--- src/rtl/kwd_pkg.sv ---
package kwd_pkg;
  localparam int unsigned BUS_W   = 32;
  localparam int unsigned SCALE_W = 4;

  localparam int unsigned OFF_CFG    = 'h00;
  localparam int unsigned OFF_COUNT  = 'h08;
  localparam int unsigned OFF_SCALED = 'h10;
  localparam int unsigned OFF_FEED   = 'h18;
  localparam int unsigned OFF_KEY    = 'h1C;
  localparam int unsigned OFF_LIMIT  = 'h20;

  localparam int unsigned CFG_SCALE_LSB = 0;
  localparam int unsigned CFG_RSTEN     = 8;
  localparam int unsigned CFG_ZERO      = 9;
  localparam int unsigned CFG_RUN_ALL   = 12;
  localparam int unsigned CFG_RUN_AWAKE = 13;
  localparam int unsigned CFG_PEND      = 28;

  typedef struct packed {
    logic               pend;
    logic               run_awake;
    logic               run_all;
    logic               zero_on_hit;
    logic               rst_en;
    logic [SCALE_W-1:0] scale;
  } cfg_t;
endpackage

--- src/rtl/kwd_unlock.sv ---
module kwd_unlock (
  input  logic clk,
  input  logic rst,
  input  logic key_wr,
  input  logic key_ok,
  input  logic prot_wr,
  output logic unlocked
);
  always_ff @(posedge clk) begin
    if (rst)                  unlocked <= 1'b0;
    else if (prot_wr)         unlocked <= 1'b0;
    else if (key_wr && key_ok) unlocked <= 1'b1;
  end
endmodule

--- src/rtl/kwd_counter.sv ---
module kwd_counter #(
  parameter int unsigned CNT_W = 31
) (
  input  logic             clk,
  input  logic             rst,
  input  logic             load,
  input  logic [CNT_W-1:0] load_val,
  input  logic             clear,
  input  logic             step,
  output logic [CNT_W-1:0] count
);
  always_ff @(posedge clk) begin
    if (rst)        count <= '0;
    else if (load)  count <= load_val;
    else if (clear) count <= '0;
    else if (step)  count <= count + 1'b1;
  end
endmodule

--- src/rtl/kwd_cmp.sv ---
module kwd_cmp #(
  parameter int unsigned CNT_W   = 31,
  parameter int unsigned CMP_W   = 16,
  parameter int unsigned SCALE_W = 4
) (
  input  logic [CNT_W-1:0]   count,
  input  logic [SCALE_W-1:0] scale,
  input  logic [CMP_W-1:0]   limit,
  output logic [CMP_W-1:0]   scaled,
  output logic               hit
);
  localparam int unsigned NSCALE = 1 << SCALE_W;
  localparam int unsigned EXT_W  = CNT_W + NSCALE + CMP_W;

  logic [EXT_W-1:0] ext;
  logic [CMP_W-1:0] cand [NSCALE];

  assign ext = EXT_W'(count);

  for (genvar s = 0; s < NSCALE; s++) begin : g_slice
    assign cand[s] = ext[s +: CMP_W];
  end

  assign scaled = cand[scale];
  assign hit    = (scaled >= limit);
endmodule

--- src/rtl/kwd_top.sv ---
module kwd_top
  import kwd_pkg::*;
#(
  parameter int unsigned ADDR_W    = 8,
  parameter int unsigned CNT_W     = 31,
  parameter int unsigned CMP_W     = 16,
  parameter logic [31:0] KEY_VAL   = 32'h0051F15E,
  parameter logic [31:0] FEED_VAL  = 32'h0D09F00D,
  parameter logic [15:0] LIMIT_RST = 16'hBEEF
) (
  input  logic              clk,
  input  logic              rst,
  input  logic              tick,
  input  logic              bus_valid,
  input  logic              bus_write,
  input  logic [ADDR_W-1:0] bus_addr,
  input  logic [31:0]       bus_wdata,
  output logic [31:0]       bus_rdata,
  output logic              irq,
  output logic              rst_req
);
  localparam logic [ADDR_W-1:0] A_CFG    = ADDR_W'(OFF_CFG);
  localparam logic [ADDR_W-1:0] A_COUNT  = ADDR_W'(OFF_COUNT);
  localparam logic [ADDR_W-1:0] A_SCALED = ADDR_W'(OFF_SCALED);
  localparam logic [ADDR_W-1:0] A_FEED   = ADDR_W'(OFF_FEED);
  localparam logic [ADDR_W-1:0] A_KEY    = ADDR_W'(OFF_KEY);
  localparam logic [ADDR_W-1:0] A_LIMIT  = ADDR_W'(OFF_LIMIT);

  logic wr, rd;
  logic sel_cfg, sel_cnt, sel_feed, sel_key, sel_lim, prot_sel;
  logic unlocked, prot_wr, wr_ok;
  logic cfg_wr, cnt_wr, lim_wr, feed_ok;
  logic run, hit, hit_q;
  cfg_t cfg_q;
  logic [CMP_W-1:0] limit_q, scaled;
  logic [CNT_W-1:0] count;
  logic [31:0] rd_mux;

  assign wr       = bus_valid &  bus_write;
  assign rd       = bus_valid & ~bus_write;
  assign sel_cfg  = (bus_addr == A_CFG);
  assign sel_cnt  = (bus_addr == A_COUNT);
  assign sel_feed = (bus_addr == A_FEED);
  assign sel_key  = (bus_addr == A_KEY);
  assign sel_lim  = (bus_addr == A_LIMIT);
  assign prot_sel = sel_cfg | sel_cnt | sel_feed | sel_lim;

  assign prot_wr  = wr & prot_sel;
  assign wr_ok    = prot_wr & unlocked;
  assign cfg_wr   = wr_ok & sel_cfg;
  assign cnt_wr   = wr_ok & sel_cnt;
  assign lim_wr   = wr_ok & sel_lim;
  assign feed_ok  = wr_ok & sel_feed & (bus_wdata == FEED_VAL);

  kwd_unlock u_unlock (
    .clk      (clk),
    .rst      (rst),
    .key_wr   (wr & sel_key),
    .key_ok   (bus_wdata == KEY_VAL),
    .prot_wr  (prot_wr),
    .unlocked (unlocked)
  );

  assign run = cfg_q.run_all | cfg_q.run_awake;

  kwd_counter #(.CNT_W(CNT_W)) u_counter (
    .clk      (clk),
    .rst      (rst),
    .load     (cnt_wr),
    .load_val (bus_wdata[CNT_W-1:0]),
    .clear    (feed_ok | (hit & cfg_q.zero_on_hit)),
    .step     (run & tick),
    .count    (count)
  );

  kwd_cmp #(.CNT_W(CNT_W), .CMP_W(CMP_W), .SCALE_W(SCALE_W)) u_cmp (
    .count  (count),
    .scale  (cfg_q.scale),
    .limit  (limit_q),
    .scaled (scaled),
    .hit    (hit)
  );

  always_ff @(posedge clk) begin
    if (rst) begin
      cfg_q <= '0;
    end else begin
      if (cfg_wr) begin
        cfg_q.scale       <= bus_wdata[CFG_SCALE_LSB +: SCALE_W];
        cfg_q.rst_en      <= bus_wdata[CFG_RSTEN];
        cfg_q.zero_on_hit <= bus_wdata[CFG_ZERO];
        cfg_q.run_all     <= bus_wdata[CFG_RUN_ALL];
        cfg_q.run_awake   <= bus_wdata[CFG_RUN_AWAKE];
      end
      cfg_q.pend <= (cfg_wr ? bus_wdata[CFG_PEND] : cfg_q.pend) | hit;
    end
  end

  always_ff @(posedge clk) begin
    if (rst)         limit_q <= LIMIT_RST[CMP_W-1:0];
    else if (lim_wr) limit_q <= bus_wdata[CMP_W-1:0];
  end

  always_ff @(posedge clk) begin
    if (rst) begin
      hit_q   <= 1'b0;
      rst_req <= 1'b0;
    end else begin
      hit_q   <= hit;
      rst_req <= hit & ~hit_q & cfg_q.rst_en;
    end
  end

  always_comb begin
    rd_mux = '0;
    unique case (1'b1)
      sel_cfg: begin
        rd_mux[CFG_SCALE_LSB +: SCALE_W] = cfg_q.scale;
        rd_mux[CFG_RSTEN]     = cfg_q.rst_en;
        rd_mux[CFG_ZERO]      = cfg_q.zero_on_hit;
        rd_mux[CFG_RUN_ALL]   = cfg_q.run_all;
        rd_mux[CFG_RUN_AWAKE] = cfg_q.run_awake;
        rd_mux[CFG_PEND]      = cfg_q.pend;
      end
      sel_cnt:                 rd_mux = 32'(count);
      (bus_addr == A_SCALED):  rd_mux = 32'(scaled);
      sel_key:                 rd_mux = 32'(unlocked);
      sel_lim:                 rd_mux = 32'(limit_q);
      default:                 rd_mux = '0;
    endcase
  end

  always_ff @(posedge clk) begin
    if (rst)     bus_rdata <= '0;
    else if (rd) bus_rdata <= rd_mux;
  end

  assign irq = cfg_q.pend;
endmodule

--- config.mk ---
export PLATFORM = sky130hd
export DESIGN_NAME = kwd_top
export DESIGN_NICKNAME = d
export VERILOG_FILES = /design/src/rtl/kwd_pkg.sv /design/src/rtl/kwd_unlock.sv /design/src/rtl/kwd_counter.sv /design/src/rtl/kwd_cmp.sv /design/src/rtl/kwd_top.sv
export SDC_FILE = /design/constraint.sdc
export NUM_CORES = 1
export LEC_CHECK = 0
export ABC_AREA = 1
export ABC_CLOCK_PERIOD_IN_PS = 6300
export BUFFER_PORTS_ARGS = -buffer_cell sky130_fd_sc_hd__buf_2
export CORE_AREA = 3 3 93 183
export DETAILED_ROUTE_END_ITERATION = 16
export DIE_AREA = 0 0 96 186
export GPL_ROUTABILITY_DRIVEN = 0
export HOLD_SLACK_MARGIN = 0.12
export PLACE_DENSITY = 0.67
export RECOVER_POWER = 50
export SLEW_MARGIN = 20
export SYNTH_ARGS = -nofsm -noshare
export SYNTH_HDL_FRONTEND = slang
export SYNTH_SLANG_ARGS = --single-unit
--- constraint.sdc ---
create_clock -name clk -period 6.3 [get_ports clk]
set_input_delay 0.63 -clock clk [delete_from_list [all_inputs] [get_ports clk]]
set_output_delay 0.63 -clock clk [all_outputs]
set_load 0.01 [all_outputs]
=== After elaboration in Yosys (flattened, before gate mapping) ===
Cells that the tools add are included.

* Register bits after elaboration: 91
* Latch bits: 0
* Memory bits (writable): 0
* Memory bits (read-only): 0
* Output and inout port bits: 34
* Word-level logic and storage cells: 64
* Memories: 0

* $add $sub $neg: 1
* Multipliers: 0
* Divide/modulo/power cells: 0
* $lt $le $gt $ge: 2
* Equality and inequality tests: 7
* Shifts and indexed selects: 0
* Multiplexer cells: 15
* Bitwise logic cells: 23
* Reductions and logical operators: 4

{| class="wikitable"
|+ Operators by type and width
! kind !! count
|-
| 2-to-1 mux 31 bit || 3
|-
| binary-select mux 16 bit (select 4 bit) || 1
|-
| one-hot mux 14 bit (3 select lines) || 1
|-
| equality test 32 x 23 -> 1 bit (second input constant) || 1
|-
| equality test 32 x 28 -> 1 bit (second input constant) || 1
|-
| 2-to-1 mux 16 bit || 2
|-
| adder 31 x 1 -> 31 bit (second input constant) || 1
|-
| equality test 8 x 5 -> 1 bit (second input constant) || 3
|-
| one-hot mux 4 bit (5 select lines) || 1
|-
| greater-or-equal comparator 16 bit || 1
|-
| one-hot mux 2 bit (4 select lines) || 2
|-
| AND 1 bit || 14
|-
| one-hot mux 4 bit (3 select lines) || 1
|-
| equality test 8 x 4 -> 1 bit (second input constant) || 1
|-
| equality test 8 x 6 -> 1 bit (second input constant) || 1
|-
| logical NOT 8 bit || 1
|-
| bitwise OR 1 bit || 6
|-
| one-hot mux 2 bit (3 select lines) || 1
|-
| greater-or-equal comparator 5 bit (second input constant) || 1
|-
| NOT 4 -> 5 bit || 1
|-
| nonzero test 3 bit || 1
|-
| 2-to-1 mux 2 bit || 1
|-
| NOT 1 bit || 2
|-
| one-hot mux 1 bit (2 select lines) || 1
|-
| 3 further kinds || 3
|}

=== Logic depth before layout (Yosys ltp) ===
* Depth in word-level cells: 11
* Depth in mapped cells: 25
* Depth with buffers taken out: 23

=== Cells and area by module ===
From an unflattened synthesis, not the netlist that was laid out.

* Cells, all modules: 1107
* Area, all modules: 6640.1 µm²

{| class="wikitable"
|+ By module, submodules not included
! module !! instances !! cells each !! area each (µm²) !! sequential area each (µm²)
|-
| kwd_top || 1 || 401 || 2813.9 || 1161.1
|-
| kwd_counter || 1 || 370 || 2230.9 || 620.6
|-
| kwd_cmp || 1 || 329 || 1552.7 || 0.0
|-
| kwd_unlock || 1 || 7 || 42.5 || 20.0
|}

=== Worst setup path after synthesis ===
No wires, ideal clock.

* Path type: register to register
* Start point: register, netlist name cfg_q[1]
* End point: register u_counter.count[8]
* Setup time: 0.111 ns
* Data arrival time: 2.597 ns
* Slack: 3.592 ns
* Cell stages (with the launch flop): 23
* Buffers on the path: 3
* Cells stage by stage: dfxtp_1 > clkbuf_1 > clkbuf_1 > nand2_1 > nand3_1 > nand3_1 > and2_1 > ha_1 > nand2_1 > inv_1 > nand2_1 > nand2_1 > nor2_1 > nand2_1 > nand2_1 > nand2_1 > nand2_1 > nand2_4 > nor2_8 > buf_6 > nand2_1 > nand2_1 > nor2_1

* Cells in the longest elaborated chain, start to end: 9
* Elaborated cells between the ends (all ways): 10
* Those cells by class: order compare: 1; mux: 5; bitwise: 3; reduce/logical: 1

{| class="wikitable"
|+ RTL lines
! element !! line !! RTL
|-
| NOT 4 -> 5 bit (not written as such) * || kwd_cmp.sv:24 || <nowiki>assign scaled = cand[scale];</nowiki>
|-
| binary-select mux 16 bit (select 4 bit) * || kwd_cmp.sv:24 ||
|-
| 2-to-1 mux 16 bit (not written as such) * (2 in a row) || kwd_cmp.sv:24 ||
|-
| greater-or-equal comparator 16 bit * || kwd_cmp.sv:25 || <nowiki>assign hit = (scaled >= limit);</nowiki>
|-
| AND 1 bit * || kwd_top.sv:71 || <nowiki>.clear (feed_ok | (hit & cfg_q.zero_on_hit)),</nowiki>
|-
| bitwise OR 1 bit * || kwd_top.sv:71 ||
|-
| 2-to-1 mux 31 bit || kwd_counter.sv:15 || <nowiki>else if (clear) count <= '0;</nowiki>
|-
| 2-to-1 mux 31 bit || kwd_counter.sv:14 || <nowiki>else if (load) count <= load_val;</nowiki>
|-
| to (signal assigned) || kwd_counter.sv:14 ||
|-
| to (signal assigned) || kwd_counter.sv:16 || <nowiki>else if (step) count <= count + 1'b1;</nowiki>
|-
| to (decl) || kwd_counter.sv:10 || <nowiki>output logic [CNT_W-1:0] count</nowiki>
|}

Mark *: on every way between the ends. The rest lies on a longest branch, timed or not. The select of a mux whose other input is x is not followed.
A chain may end at the register's enable or synchronous reset.

=== Final worst setup path ===
* Start point: register, netlist name cfg_q[1]
* End point: register u_counter.count[1]

* Cells in the longest elaborated chain, start to end: 9
* Elaborated cells between the ends (all ways): 10
* Those cells by class: order compare: 1; mux: 5; bitwise: 3; reduce/logical: 1

{| class="wikitable"
|+ RTL lines
! element !! line
|-
| NOT 4 -> 5 bit (not written as such) * || kwd_cmp.sv:24
|-
| binary-select mux 16 bit (select 4 bit) * || kwd_cmp.sv:24
|-
| 2-to-1 mux 16 bit (not written as such) * (2 in a row) || kwd_cmp.sv:24
|-
| greater-or-equal comparator 16 bit * || kwd_cmp.sv:25
|-
| AND 1 bit * || kwd_top.sv:71
|-
| bitwise OR 1 bit * || kwd_top.sv:71
|-
| 2-to-1 mux 31 bit || kwd_counter.sv:15
|-
| 2-to-1 mux 31 bit || kwd_counter.sv:14
|}

Marks and branches as above.

==> flow_metrics.py <==
metrics = {
    "yosys": {
        "synth.top_cell.area_share_pct": 25.6,
        "ys_async_sr_fraction_pct": 0,
        "synth_edf_count": 0,
        "synth_seq_area_share_pct": 25.6,
        "avgSynthCellArea_um2": 5.76,
        "synthCells": 1224,
        "synth_warnings": 0,
        "synthTopCellsByCount": "nand2_1 (371), nor2_1 (172), inv_1 (130)",
        "syn_nets": 1286,
        "yosysUniqueCellTypes": 34,
        "synth_top_area_cell": "dfxtp_1",
        "ys_ff_latch": 90,
        "netlist_area_mm2": 0.00704,
        "synth_ff_type": "dfxtp_1",
        "yosysMostFrequentCell": "nand2_1",
        "ys_top_cells_by_area": "dfxtp_1 (26%), nand2_1 (20%), nor2_1 (9.2%), nand3_1 (8.4%), inv_1 (6.9%)",
    },
    "run_status": {
        "violations": "max-capacitance violations, max-slew violations",
        "status": "finished with violations",
    },
    "power_and_ir_drop": {
        "ir_drop_uv": 128,
        "p_leak_nw": 3.74,
        "powerDensity_mw_per_mm2": 159,
    },
    "setup_path": {
        "r2r_slack_ns": 1.35,
        "cp_slowest_cell": "dfxtp_1",
        "cp.required_ns": 6.55,
        "crit_chain": "inv_1, a21oi_1, o21ai_0, nand3_1, nand3_1, and2_1, ha_1, a21oi_1, o21ai_0, a21oi_1, nand2_1, nand2_1, nand2_4, nor2_8, nand2_1, nand2_1, nor2_1",
        "timing.critical_path.mode_cell": "nand2_1",
        "crit_arrival_ns": 5.20,
        "cp_max_fo": 62,
        "crit_type": "reg -> reg",
        "worst-path-buf-inv": 1,
        "cp-end-kind": "flop",
        "path_delay_family": "simple AND/OR/NAND/NOR gates",
        "slowest_delay_ns": 0.94,
        "crit_path_start_kind": "flop",
    },
    "sta": {
        "post-route-min-period_ns": 4.95,
        "rsz0062_at_grt": "no",
        "fin_tns_setup_ns": 0,
        "hold_viol": 0,
        "fmax_mhz": 202,
        "slew_viol_final": 88,
        "relSlewSlack_pct": -73.3,
        "setup_viol": 0,
        "worst_slew_pin_slew_ns": 2.60,
        "post-route-period-util_pct": 78.6,
        "fin_ws_ns": 1.35,
        "fin_skew_ns": 0.00461,
    },
    "global_route": {
        "grt_pass1_wl_um": 37600,
        "grt_pass1_vias": 7378,
        "globalRouteTotalUtil_pct": 27.8,
        "gr-total-overflow": 0,
        "grt_max_degree": 64,
        "antenna_found_initial": 0,
    },
    "final_layout": {
        "final_net_count": 1320,
        "num-fill-cells": 1778,
        "area_growth_pct": 8.93,
        "final_util_pct": 48.4,
        "drive_gt1_share_pct": 6.50,
        "antenna_cells": 0,
    },
    "route": {
        "wire_per_inst_um": 16.4,
        "drcViolationCount": 0,
        "ant_nets": 0,
        "drtIter0Drc": 532,
        "viasPerCell": 5.37,
        "via_count": 7849,
        "routed_wl_um": 24000,
        "drt_pass1_iterations": 6,
    },
    "die": {
        "start_util_pct": 44.4,
        "core.rowCount": 65,
        "die-width_um": 96,
        "die_area_mm2": 0.0179,
        "core_mm2": 0.0159,
        "io_pins": 79,
        "die_h_um": 186,
    },
    "clock_tree": {
        "cts-root-buf": "clkbuf_16",
        "cts_buffer_depth": 2,
        "cts.clk_slew.worst_paths_ns": 0.06,
        "cts_resized": 0,
        "postCtsSetupBuffers": 0,
        "cts_max_level": 3,
        "cts_tree": "built",
        "clock_sinks": 90,
        "numCtsBuffers": 9,
        "hold_buffers": 0,
        "clock_insertion_delay_worst_skew_ns": 0.36,
    },
    "min_path": {
        "hold_class": "reg -> reg",
    },
    "placed_design": {
        "preCtsSetupSlack_ns": 1.51,
        "portBuffers": 77,
        "dp_hpwl_um": 18600,
    },
    "flow_run": {
        "cap_violations": 2,
    },
}
## path summary, 6_finish.rpt
kind / endpoint / cells after the start / start
max: u_counter.count[1] / 17 / cfg_q[1]
min: rst_req / 1 / hit_q
max reg2reg: u_counter.count[1] / 17 / cfg_q[1]
min reg2reg: rst_req / 1 / hit_q
## report_power, final
group          internal [mW]  switching, mW  total, mW
Sequential             0.574        0.00250      0.577
Clock                  0.337          0.234      0.572
Combinational         0.0232         0.0514     0.0746
## cell type report
type	count	area, um^2	area share, %
multi-input cells	937	4420	57.6
flip-flops and latches	90	1800	23.5
inverters	137	514	6.70
repair buffers	83	383	4.99
clock buffers	13	270	3.52
well taps	201	251	3.28
clock inverters	2	35.0	0.457
## flip-flops by register name, summed over array words and instances, names as in the netlist
register and count:
bus_rdata 31, cfg_q 8, hit_q 1, irq 1, limit_q 16, rst_req 1, u_counter.count 31, u_unlock.unlocked 1
## cell usage in the layout, fill, tap and decap left out, types with 4 or more instances in the layout
cell type  Yosys  final
a21oi_1       70     70
and2_1        15     15
buf_2          9     42
buf_4          7      5
clkbuf_1      32     37
clkbuf_16      0      9
dfxtp_1       90     90
ha_1          17     17
inv_1        130    131
nand2_1      371    373
nand2_2        7      5
nand3_1      118    118
nand4_1        9      9
nor2_1       172    174
nor2_2         5      4
nor2_4         4      4
nor3_1         4      4
o211ai_1       4      4
o21ai_0       69     70
o21bai_1      31     31
o22ai_1        9      9
xor2_1        17     17
## per-layer routing
metal	GRT usage [%]	share of wire, %	vias up
li1	-	-	3933
met1	28.4	35	3537
met2	48.7	51	272
met3	3.48	4.4	107
met4	23.4	9.7	0
met5	0	0	-
## kinds of logic after synthesis
kind of cell / Yosys count / synth area share, %
xor+xnor: 17 / 2.11
flops: 90 / 25.6
compound gates: 188 / 14.8
fa+ha+maj: 17 / 3.02
other cells: 1 / 0.0532
buf+inv: 197 / 11.4
simple gates: 714 / 43.1
## through the flow
step                      cell area (um^2)  hold slack, ns  power (mW)  std cells
after floorplan                       7040           0.373       0.628       1224
after global placement                7440           0.389       0.665       1448
after global routing                  7670           0.435        1.26       1463
after detailed placement              7440           0.400       0.666       1448
after CTS                             7750           0.407        1.23       1463
final                                 7670           0.408        1.22       1463
## worst reg2reg max path: cells and delay by family, from the launching register on
kind | cells | cell delay, ns
buffers and inverters | 1 | 0.67
AO/OA/AOI/OAI | 5 | 0.89
adder cells (fa/ha/maj) | 1 | 0.28
AND/OR/NAND/NOR | 10 | 2.05
flip-flops | 1 | 0.94
Note: power is estimated with default switching activity, not from simulation.
